**src/rtl/gsq_pkg.sv**
```systemverilog
package gsq_pkg;
    localparam int LANES  = 8;
    localparam int ELEM_W = 32;
    localparam int VEC_W  = LANES * ELEM_W;
    localparam int LANE_W = $clog2(LANES);

    typedef logic [LANE_W-1:0] lane_t;
    typedef logic [LANES-1:0]  lmask_t;

    typedef enum logic [1:0] {
        SC_X1 = 2'd0,
        SC_X2 = 2'd1,
        SC_X4 = 2'd2,
        SC_X8 = 2'd3
    } scale_e;

    typedef struct packed {
        logic  busy;
        logic  faulted;
        lane_t flane;
        logic  done;
    } ctl_t;
endpackage

```
**src/rtl/gsq_pick.sv**
```systemverilog
module gsq_pick #(
    parameter int N  = 8,
    localparam int IW = $clog2(N)
) (
    input  logic [N-1:0]  vec,
    output logic          any,
    output logic [IW-1:0] idx
);
    always_comb begin
        any = |vec;
        idx = '0;
        for (int i = N - 1; i >= 0; i--) begin
            if (vec[i]) idx = IW'(i);
        end
    end
endmodule

```
**src/rtl/gsq_addr_gen.sv**
```systemverilog
module gsq_addr_gen
    import gsq_pkg::*;
#(
    parameter int ADDR_W = 40
) (
    input  logic [ADDR_W-1:0] base,
    input  logic [VEC_W-1:0]  idx_vec,
    input  lane_t             lane,
    input  scale_e            scale,
    output logic [ADDR_W-1:0] addr
);
    logic [ELEM_W-1:0]        ix;
    logic [ADDR_W+ELEM_W-1:0] wide;
    logic [ADDR_W-1:0]        scaled;

    always_comb begin
        ix     = idx_vec[int'(lane)*ELEM_W +: ELEM_W];
        wide   = {{ADDR_W{ix[ELEM_W-1]}}, ix};
        scaled = wide[ADDR_W-1:0] << scale;
        addr   = base + scaled;
    end
endmodule

```
**src/rtl/gsq_merge.sv**
```systemverilog
module gsq_merge
    import gsq_pkg::*;
(
    input  logic [VEC_W-1:0]  dst_q,
    input  lmask_t            mask_q,
    input  logic              ret,
    input  lane_t             ret_lane,
    input  logic [ELEM_W-1:0] data,
    input  logic              err,
    input  logic              faulted,
    output logic [VEC_W-1:0]  dst_n,
    output lmask_t            mask_n,
    output logic              fault_now
);
    always_comb begin
        dst_n     = dst_q;
        mask_n    = mask_q;
        fault_now = 1'b0;
        if (ret && !faulted) begin
            if (err) begin
                fault_now = 1'b1;
            end else begin
                dst_n[int'(ret_lane)*ELEM_W +: ELEM_W] = data;
                mask_n[ret_lane] = 1'b0;
            end
        end
    end
endmodule

```
**src/rtl/gather_seq.sv**
```systemverilog
module gather_seq
    import gsq_pkg::*;
#(
    parameter int ADDR_W   = 40,
    parameter int MAX_OUTS = 4
) (
    input  logic                    clk,
    input  logic                    rst,
    input  logic                    start,
    input  logic [ADDR_W-1:0]       base_addr,
    input  logic [VEC_W-1:0]        idx_vec,
    input  logic [1:0]              scale_sel,
    input  logic [LANES-1:0]        mask_in,
    input  logic [VEC_W-1:0]        dst_in,
    output logic                    req_valid,
    input  logic                    req_ready,
    output logic [ADDR_W-1:0]       req_addr,
    input  logic                    rsp_valid,
    input  logic [ELEM_W-1:0]       rsp_data,
    input  logic                    rsp_err,
    output logic [VEC_W-1:0]        dst_out,
    output logic [LANES-1:0]        mask_out,
    output logic                    busy,
    output logic                    done,
    output logic                    fault,
    output logic [LANE_W-1:0]       fault_lane
);
    localparam int CW = $clog2(LANES + 1);

    ctl_t               ctl_q;
    logic [ADDR_W-1:0]  base_q;
    logic [VEC_W-1:0]   idx_q;
    scale_e             scale_q;
    logic [VEC_W-1:0]   dst_q;
    lmask_t             mask_q;
    lmask_t             todo_q;
    lmask_t             infl_q;

    logic               iss_any;
    lane_t              iss_lane;
    logic               ret_any;
    lane_t              ret_lane;
    logic [CW-1:0]      n_infl;
    logic               issue_ok;
    logic               fire;
    logic               ret;
    logic [VEC_W-1:0]   dst_n;
    lmask_t             mask_n;
    logic               fault_now;
    lmask_t             todo_n;
    lmask_t             infl_n;
    logic               fin;

    gsq_pick #(.N(LANES)) u_pick_iss (.vec(todo_q), .any(iss_any), .idx(iss_lane));
    gsq_pick #(.N(LANES)) u_pick_ret (.vec(infl_q), .any(ret_any), .idx(ret_lane));

    gsq_addr_gen #(.ADDR_W(ADDR_W)) u_agen (
        .base(base_q), .idx_vec(idx_q), .lane(iss_lane), .scale(scale_q), .addr(req_addr)
    );

    gsq_merge u_merge (
        .dst_q(dst_q), .mask_q(mask_q), .ret(ret), .ret_lane(ret_lane),
        .data(rsp_data), .err(rsp_err), .faulted(ctl_q.faulted),
        .dst_n(dst_n), .mask_n(mask_n), .fault_now(fault_now)
    );

    always_comb begin
        n_infl   = CW'($countones(infl_q));
        issue_ok = ctl_q.busy && !ctl_q.faulted && iss_any && (n_infl < CW'(MAX_OUTS));
        fire     = issue_ok && req_ready;
        ret      = ctl_q.busy && rsp_valid && ret_any;
        todo_n   = todo_q;
        infl_n   = infl_q;
        if (fire) begin
            todo_n[iss_lane] = 1'b0;
            infl_n[iss_lane] = 1'b1;
        end
        if (ret) infl_n[ret_lane] = 1'b0;
        if (fault_now) todo_n = '0;
        fin = ctl_q.busy && (todo_n == '0) && (infl_n == '0);
    end

    always_ff @(posedge clk) begin
        if (rst) begin
            ctl_q   <= '0;
            base_q  <= '0;
            idx_q   <= '0;
            scale_q <= SC_X1;
            dst_q   <= '0;
            mask_q  <= '0;
            todo_q  <= '0;
            infl_q  <= '0;
        end else begin
            ctl_q.done <= 1'b0;
            if (!ctl_q.busy && start) begin
                base_q        <= base_addr;
                idx_q         <= idx_vec;
                scale_q       <= scale_e'(scale_sel);
                dst_q         <= dst_in;
                mask_q        <= mask_in;
                todo_q        <= mask_in;
                infl_q        <= '0;
                ctl_q.faulted <= 1'b0;
                ctl_q.flane   <= '0;
                ctl_q.busy    <= |mask_in;
                ctl_q.done    <= ~|mask_in;
            end else if (ctl_q.busy) begin
                dst_q  <= dst_n;
                mask_q <= mask_n;
                todo_q <= todo_n;
                infl_q <= infl_n;
                if (fault_now) begin
                    ctl_q.faulted <= 1'b1;
                    ctl_q.flane   <= ret_lane;
                end
                if (fin) begin
                    ctl_q.busy <= 1'b0;
                    ctl_q.done <= !(ctl_q.faulted || fault_now);
                end
            end
        end
    end

    assign req_valid  = issue_ok;
    assign dst_out    = dst_q;
    assign mask_out   = mask_q;
    assign busy       = ctl_q.busy;
    assign done       = ctl_q.done;
    assign fault      = ctl_q.faulted;
    assign fault_lane = ctl_q.flane;

    // operands stay put while a gather runs, even when start arrives
    a_r2_no_relaunch: assert property (@(posedge clk) disable iff (rst)
        busy && start |=> $stable(base_q) && $stable(idx_q) && $stable(scale_q));

    // a stalled request keeps its address
    a_r4_hold_req: assert property (@(posedge clk) disable iff (rst)
        req_valid && !req_ready && !(rsp_valid && rsp_err) |=> req_valid && $stable(req_addr));

    // mask bits only fall while a gather runs
    a_r5_mask_shrinks: assert property (@(posedge clk) disable iff (rst)
        busy |=> (mask_out & ~$past(mask_out)) == '0);

    // completion only with an empty mask and no fault
    a_r6_done_clean: assert property (@(posedge clk) disable iff (rst)
        done |-> (mask_out == '0) && !fault && !busy);

    // nothing is issued once a fault is recorded
    a_r7_quiet_after_fault: assert property (@(posedge clk) disable iff (rst)
        fault |-> !req_valid);

    // outstanding loads bounded
    a_r8_outstanding_cap: assert property (@(posedge clk) disable iff (rst)
        $countones(infl_q) <= MAX_OUTS);
endmodule

```
**config.mk**
```make
export PLATFORM = sky130hd
export DESIGN_NAME = gather_seq
export DESIGN_NICKNAME = d
export VERILOG_FILES = /design/src/rtl/gsq_pkg.sv /design/src/rtl/gsq_pick.sv /design/src/rtl/gsq_addr_gen.sv /design/src/rtl/gsq_merge.sv /design/src/rtl/gather_seq.sv
export SDC_FILE = /design/constraint.sdc
export NUM_CORES = 1
export LEC_CHECK = 0
export BUFFER_PORTS_ARGS = -buffer_cell sky130_fd_sc_hd__buf_4
export CAP_MARGIN = 20
export CORE_AREA = 2 2 359 361
export DETAILED_ROUTE_END_ITERATION = 10
export DIE_AREA = 0 0 361 363
export MAX_ROUTING_LAYER = met4
export SETUP_SLACK_MARGIN = 0.5
export SYNTH_ARGS = -nofsm -noshare
export SYNTH_HDL_FRONTEND = slang
export SYNTH_SLANG_ARGS = --single-unit
export TNS_END_PERCENT = 50
```
**constraint.sdc**
```tcl
create_clock -name clk -period 9.6 [get_ports clk]
set_input_delay 0.48 -clock clk [delete_from_list [all_inputs] [get_ports clk]]
set_output_delay 0.48 -clock clk [all_outputs]
set_load 0.02 [all_outputs]
```
==> flow_summary_export.csv, run 1 <==
group,metric,value,unit
status,status,"completed",
synthesis,yosys_most_used_dff,"dfxtp_1",
cells_and_area,multi_input_area,14700,um^2
cells_and_area,areaGrowthSynthToFinish,41.3,%
placed_design,place.gp.congestion,0.947,
sta,fin_skew,0.0545,ns
power_and_ir_drop,power.total,7.87,mW
synthesis,synth.mux.area_fraction,9.63,%
synthesis,ys_warn_count,0,
floorplan,die_y,363,um
floorplan,coreArea,127000,um^2
run,cap_violations,0,
clock_tree,hold_buffers,71,
global_route,grtUsageTotal,23.7,%
placed_design,hpwl,122000,um
clock_tree,cts.repair.resized,0,
global_route,grt_pass1_wl,217000,um
placed_design,port_buffers,910,
power_and_ir_drop,powerDensity,202,nW/um^2
floorplan,start_util,21.7,%
global_route,met1_usage,26.2,%
worst_setup_path,cp_slowest_cell,"buf_4",
synthesis,synthCells,3526,
worst_setup_path,cp_data_required_time,9.12,ns
power_and_ir_drop,power.leakage,16.4,nW
synthesis,synthSimpleGateAreaFrac,21.9,%
routing,drt_first_pass_iters,6,
sta,period_needed,7.02,ns
synthesis,synthAdderAreaFrac,2.28,%
clock_tree,clk_path_buf_depth,3,
sta,relSlewSlack,17.9,%
routing,remaining_drc_errors,0,
min_path,hold_path.class,"input port to flip-flop",
routing,drt_iter0_drc,2969,
clock_tree,cts_made_buffers,76,
floorplan,std_cell_rows,131,
worst_setup_path,critical_path_class,"flip-flop to output pin",
global_route,grt_max_degree,214,
cells_and_area,nFillCells,13600,
routing,vias,29600,
sta,rsz0062_at_grt,"false",
sta,tightest_slew,1.23,ns
worst_setup_path,path_buf_inv,2,
power_and_ir_drop,ir_worst_vdd,0.000141,V
floorplan,die_w,361,um
cells_and_area,regArea,11700,um^2
sta,timing.final.crit_share,73.2,%
routing,post_drt_wl_per_cell,26.0,um
worst_setup_path,cpLargestDelayFamily,"compound AO/OA/AOI/OAI gates",
sta,hold_slack,0.0573,ns
cells_and_area,final_nets,4961,
sta,final-setup-viol-count,0,
synthesis,seq_area_frac_synth,42.3,%
clock_tree,clock-root-buffer,"clkbuf_16",
synthesis,synth_top_family_by_area,"simple AND/OR/NAND/NOR gates",
synthesis,synth_edf_count,0,
worst_setup_path,cpPeakStageDelay,0.78,ns
clock_tree,cts_tree,"yes",
synthesis,postSynthNetCount,4174,
global_route,antenna_found_initial,28,
synthesis,ys_ff_latch,584,
global_route,gr-usage-met3,5.43,%
global_route,grt_pass1_vias,28700,
synthesis,synth_compound_area_share,17.9,%
synthesis,ys_types,75,
clock_tree,cts_max_level,3,
synthesis,synthXorXnorAreaFrac,1.14,%
global_route,use_met2,40.6,%
worst_setup_path,cp_data_arrival_time,6.54,ns
worst_setup_path,worstPathMaxFanout,76,
clock_tree,clock-sinks,584,
synthesis,synthArstFlopShare,0,%
worst_setup_path,crit_chain,"nor3_1, o21ai_1, nand2_4, buf_4, nand2_1, nand3_1, nand4_1, mux2i_1, nor2b_1, ha_1, a211oi_1, nor3_1, o21ai_0, a21oi_1, o2111ai_1, a21boi_1, o41ai_1, xnor2_1, buf_4",
synthesis,synthesis.area,27600,um^2
floorplan,num_io_pins,911,
global_route,busiest_layer,"met2",
worst_setup_path,start_kind,"flip-flop",
sta,finalHoldViolations,0,
floorplan,dieArea,131000,um^2
sta,drv_slew,0,
cells_and_area,layout-drive-gt1-share,25.7,%
sta,fmaxAchievable,142,MHz
sta,tns,0,ns
synthesis,syn_avg_cell_area,7.84,um^2
clock_tree,clk_pin_slew,0.07,ns
routing,routed_wl,157000,um
routing,viasPerCell,4.89,
global_route,overflow,0,
worst_setup_path,end_kind,"output pin",
clock_tree,postCtsSetupBuffers,0,
routing,ant_nets,0,
clock_tree,clock_latency,0.68,ns
## registers in the layout, summed over array words and instances (netlist names)
signal      cells
fault_lane      3
done            1
todo_q          8
scale_q         2
busy            1
infl_q          8
base_q         40
idx_q         256
mask_out        8
fault           1
dst_out       256
## cell families after synthesis
logic type,count (synthesis)
AND/OR/NAND/NOR,1471
AO/OA/AOI/OAI,801
adder cells (fa/ha/maj),48
multiplexers,262
flip-flops,584
buffers and inverters,324
XOR/XNOR,36
## path summary, 6_finish.rpt
check | end | cells after the start | slack, ns | startpoint
worst max-delay path | req_addr[33] | 19 | 2.58 | todo_q[0]
worst min-delay path | idx_q[56] | 3 | 0.06 | idx_vec[56]
worst min register to register | dst_out[72] | 2 | 0.45 | dst_out[72]
worst max register to register | done | 14 | 5.16 | infl_q[0]
## where the power goes
group,internal [mW],total [mW],switching (mW),leakage (nW)
Clock,1.75,3.00,1.25,1.26
Sequential,2.60,2.74,0.142,4.81
Combinational,0.806,2.13,1.33,10.3
Total,5.16,7.87,2.72,16.4
## area by class of cell
| cell class | count | share of cell area (%) |
|---|---|---|
| Inverter | 19 | 0.183 |
| Sequential cell | 584 | 30.0 |
| Multi-Input combinational cell | 2618 | 37.7 |
| Antenna cell | 20 | 0.128 |
| Tap cell | 1662 | 5.33 |
| Timing Repair Buffer | 1014 | 20.1 |
| Clock inverter | 25 | 0.997 |
| Clock buffer | 111 | 5.64 |
## synth_stat cells (3+ instances only)
cell type	count	area share [%]
nand2_1	951	13
dfxtp_1	584	42
a21oi_1	411	7.4
nor2_1	263	3.6
clkbuf_1	260	3.5
mux2i_1	232	8.4
a211oi_1	197	5.4
nand3_1	151	2.7
a22oi_1	64	1.7
ha_1	44	2.0
nand4_1	37	0.84
o21ai_0	31	0.56
mux2_2	30	1.2
xnor2_1	26	0.82
buf_2	21	0.38
a21o_1	20	0.54
inv_1	17	0.23
nor3_1	16	0.29
buf_4	15	0.41
a31oi_1	12	0.27
o211ai_1	12	0.33
xor2_1	10	0.32
nor2b_1	9	0.20
buf_1	5	0.068
nand2b_1	5	0.11
o21a_1	5	0.14
and2_1	4	0.091
and3_1	4	0.091
buf_6	4	0.16
fa_1	4	0.29
nor4_2	4	0.18
o21bai_1	4	0.11
o22a_1	4	0.13
o41ai_1	4	0.13
or4_1	4	0.11
a2111oi_0	3	0.095
a221oi_1	3	0.095
o21ai_1	3	0.054
o31a_1	3	0.095
or2_2	3	0.068
or3_1	3	0.068
## tightest hold or removal path, stage by stage
cell and delay (ns):
buf_4 0.11, nand2_1 0.05, a21oi_1 0.05
## per-layer routing
metal	routed length, um	share of wire [%]	vias to the layer above
met5	0	0	-
met4	7970	5.1	0
met3	11500	7.3	235
met2	77700	49	1392
met1	60200	38	14200
li1	-	-	13800
## per-stage QoR
step,area [um^2],setup WS [ns],cells,utilization [%]
6_report,39000,2.58,6053,30.7
5_1_grt,39000,2.03,6052,30.7
4_1_cts,39000,2.60,6033,30.7
3_5_place_dp,35700,3.42,5826,28.1
3_3_place_gp,35700,3.41,5826,28.1
2_1_floorplan,27600,4.90,3526,-
## cell usage in the layout, fill, tap and decap left out, types with 4 or more instances in the layout
cell	n
and2_1	4
clkbuf_8	17
nor2b_1	8
a21o_1	20
nand4_1	37
a211oi_1	197
a21oi_1	411
xnor2_1	26
o21ai_0	31
nor2_1	258
inv_1	17
nor2_4	5
diode_2	20
mux2i_1	232
nor3_1	15
mux2_2	30
dfxtp_1	583
clkbuf_16	76
nand3_1	150
and3_1	4
dlygate4sd3_1	71
buf_4	939
a31oi_1	12
o41ai_1	4
o22a_1	4
bufinv_16	5
ha_1	44
nand2_1	949
nand2b_1	5
a22oi_1	64
clkinv_2	7
fa_1	4
xor2_1	10
o21bai_1	4
o211ai_1	12
o21a_1	5
clkbuf_1	18
(Power assumes the default switching activity.)
==> run 2, diff against run 1 <==
--- a/config.mk
+++ b/config.mk
@@ -7,9 +7,9 @@
 export LEC_CHECK = 0
 export BUFFER_PORTS_ARGS = -buffer_cell sky130_fd_sc_hd__buf_4
 export CAP_MARGIN = 20
-export CORE_AREA = 2 2 359 361
+export CORE_AREA = 2 2 356 358
 export DETAILED_ROUTE_END_ITERATION = 10
-export DIE_AREA = 0 0 361 363
+export DIE_AREA = 0 0 358 360
 export MAX_ROUTING_LAYER = met4
 export SETUP_SLACK_MARGIN = 0.5
 export SYNTH_ARGS = -nofsm -noshare
==> constraint.sdc (replaced) <==
create_clock -name clk -period 7.21 [get_ports clk]
set_input_delay 0.3605 -clock clk [delete_from_list [all_inputs] [get_ports clk]]
set_output_delay 0.3605 -clock clk [all_outputs]
set_load 0.02 [all_outputs]
==> flow_summary_export.csv, run 2 (synthesis gave the netlist of run 1 again) <==
group,metric,value,unit
sta,fmaxAchievable,155,MHz
cells_and_area,final_cells,6484,
power_and_ir_drop,switching_power,3.65,mW
power_and_ir_drop,p_clk_share,35.9,%
run,cap_violations,0,
sta,final-setup-viol-count,0,
status,status,"completed",
floorplan,num_io_pins,911,
cells_and_area,areaGrowthSynthToFinish,57.2,%
placed_design,place.gp.congestion,0.955,
power_and_ir_drop,internal_power,6.87,mW
sta,tns,0,ns
clock_tree,clock-root-buffer,"clkbuf_16",
cells_and_area,final_nets,5406,
placed_design,hpwl,118000,um
global_route,antenna_found_initial,27,
cells_and_area,nFillCells,13000,
routing,routed_wl,159000,um
worst_setup_path,cp_data_required_time,6.85,ns
worst_setup_path,end_kind,"output pin",
power_and_ir_drop,power_frac_seq,34.7,%
global_route,grt_pass1_vias,31100,
floorplan,coreArea,125000,um^2
routing,drt_first_pass_iters,6,
sta,finalHoldViolations,0,
global_route,grtUsageTotal,24.2,%
sta,tightest_slew,1.18,ns
clock_tree,clock_latency,0.67,ns
min_path,hold_path.class,"input port to flip-flop",
power_and_ir_drop,power.total,10.5,mW
global_route,overflow,0,
worst_setup_path,critical_path_class,"flip-flop to output pin",
clock_tree,clk_pin_slew,0.06,ns
clock_tree,cts_made_buffers,73,
worst_setup_path,start_kind,"flip-flop",
sta,timing.final.ws_setup,0.745,ns
routing,vias,31500,
floorplan,die_w,358,um
sta,period_needed,6.46,ns
cells_and_area,layout-drive-gt1-share,23.4,%
routing,ant_nets,0,
routing,remaining_drc_errors,0,
clock_tree,cts_max_level,3,
placed_design,port_buffers,910,
floorplan,std_cell_rows,130,
routing,drt_iter0_drc,2796,
sta,fin_skew,0.0339,ns
cells_and_area,layout_commonest_cell,"nand2_1",
floorplan,die_y,360,um
placed_design,pre_cts_ws,1.30,ns
sta,drv_slew,0,
worst_setup_path,cp_data_arrival_time,6.10,ns
worst_setup_path,worstPathMaxFanout,29,
global_route,grt_max_degree,228,
power_and_ir_drop,powerDensity,242,nW/um^2
floorplan,dieArea,129000,um^2
global_route,grt_pass1_wl,222000,um
routing,viasPerCell,4.87,
clock_tree,clock-sinks,584,
floorplan,start_util,22.1,%
placed_design,dp.cells,5814,
clock_tree,cts_tree,"yes",
cells_and_area,final_cell_mix,"nand2_1, buf_4, dfxtp_1",
power_and_ir_drop,power.leakage,18.2,nW
sta,rsz0062_at_grt,"false",
power_and_ir_drop,p_sw_share,34.7,%
power_and_ir_drop,combPwrFrac,29.4,%
sta,timing.final.crit_share,89.7,%
power_and_ir_drop,ir_worst_vdd,0.000177,V
sta,relSlewSlack,21.0,%
routing,post_drt_wl_per_cell,24.6,um
clock_tree,clk_path_buf_depth,3,
run 2: cell types whose count changed in the layout (fill, tap and decap cells not counted), sizes merged:
cell,delta
clkbuf,-4
nor2,+1
clkinvlp,-2
nand2,+1
dlygate4sd3,+443
buf,+3
clkinv,+2
bufinv,-2
inv,+2
diode,-1
run 2: layer usage:
layer	GRT usage (%)	wire, um	vias to the layer above
li1	-	-	14700
met1	27.5	62600	15100
met2	40.6	77200	1429
met3	4.03	10100	310
met4	12.4	9420	0
met5	-	0	-
run 2: through the flow:
stage	utilization (%)	hold slack (ns)	instance area, um^2
finish	34.8	0.0398	43400
CTS	34.7	0.00290	43300
global route	34.8	0.0152	43400
detailed placement	28.6	0.448	35700
floorplan	-	0.433	27600
global placement	28.6	0.442	35700
run 2: area by class of cell:
| class | instances | area (um^2) | share of cell area, % |
|---|---|---|---|
| Tap cell | 1650 | 2060 | 4.75 |
| Antenna cell | 19 | 47.5 | 0.109 |
| Multi-Input combinational cell | 2620 | 14800 | 34.0 |
| Inverter | 19 | 71.3 | 0.164 |
| Timing Repair Buffer | 1460 | 12400 | 28.5 |
| Sequential cell | 584 | 11700 | 26.9 |
| Clock buffer | 107 | 2100 | 4.85 |
| Clock inverter | 25 | 318 | 0.732 |
run 2: path summary, 6_finish.rpt:
kind / depth (start not counted) / endpoint / slack, ns / from
max: 17 / req_addr[36] / 0.75 / todo_q[1]
min: 3 / idx_q[40] / 0.04 / idx_vec[40]
max reg2reg: 14 / done / 2.58 / infl_q[0]
min reg2reg: 2 / dst_out[223] / 0.46 / dst_out[223]
run 2: what timing repair did:
| action | 4_1_cts | 5_1_grt |
|---|---|---|
| hold buffers | 514 | 0 |
| hold endpoints to repair | 514 | 0 |
| setup buffers | 0 | 3 |
| resized for setup | 0 | 6 |
| endpoints found under the setup margin | 0 | 17 |
run 2: power groups by stage:
stage                     registers [mW]  logic [mW]  clock network, mW
after floorplan                     3.78        1.39                  0
after global placement              3.71        2.78                  0
after detailed placement            3.72        2.80                  0
after CTS                           3.65        3.06               3.87
after global routing                3.67        3.28               3.98
final                               3.65        3.09               3.78
run 2: worst max-delay path: stages (launching register included):
cell       delay, ns
dfxtp_1         0.45
or4_4           0.62
nor2_4          0.25
buf_6           0.34
nand3_1         0.36
nand4_1         0.24
mux2i_1         0.11
mux2_2          0.29
ha_1            0.34
nand3_1         0.15
nor2_1          0.16
a21boi_0        0.48
o2111ai_1       0.23
a21boi_1        0.36
nor3_1          0.17
o311ai_0        0.42
o211ai_1        0.20
buf_4           0.22
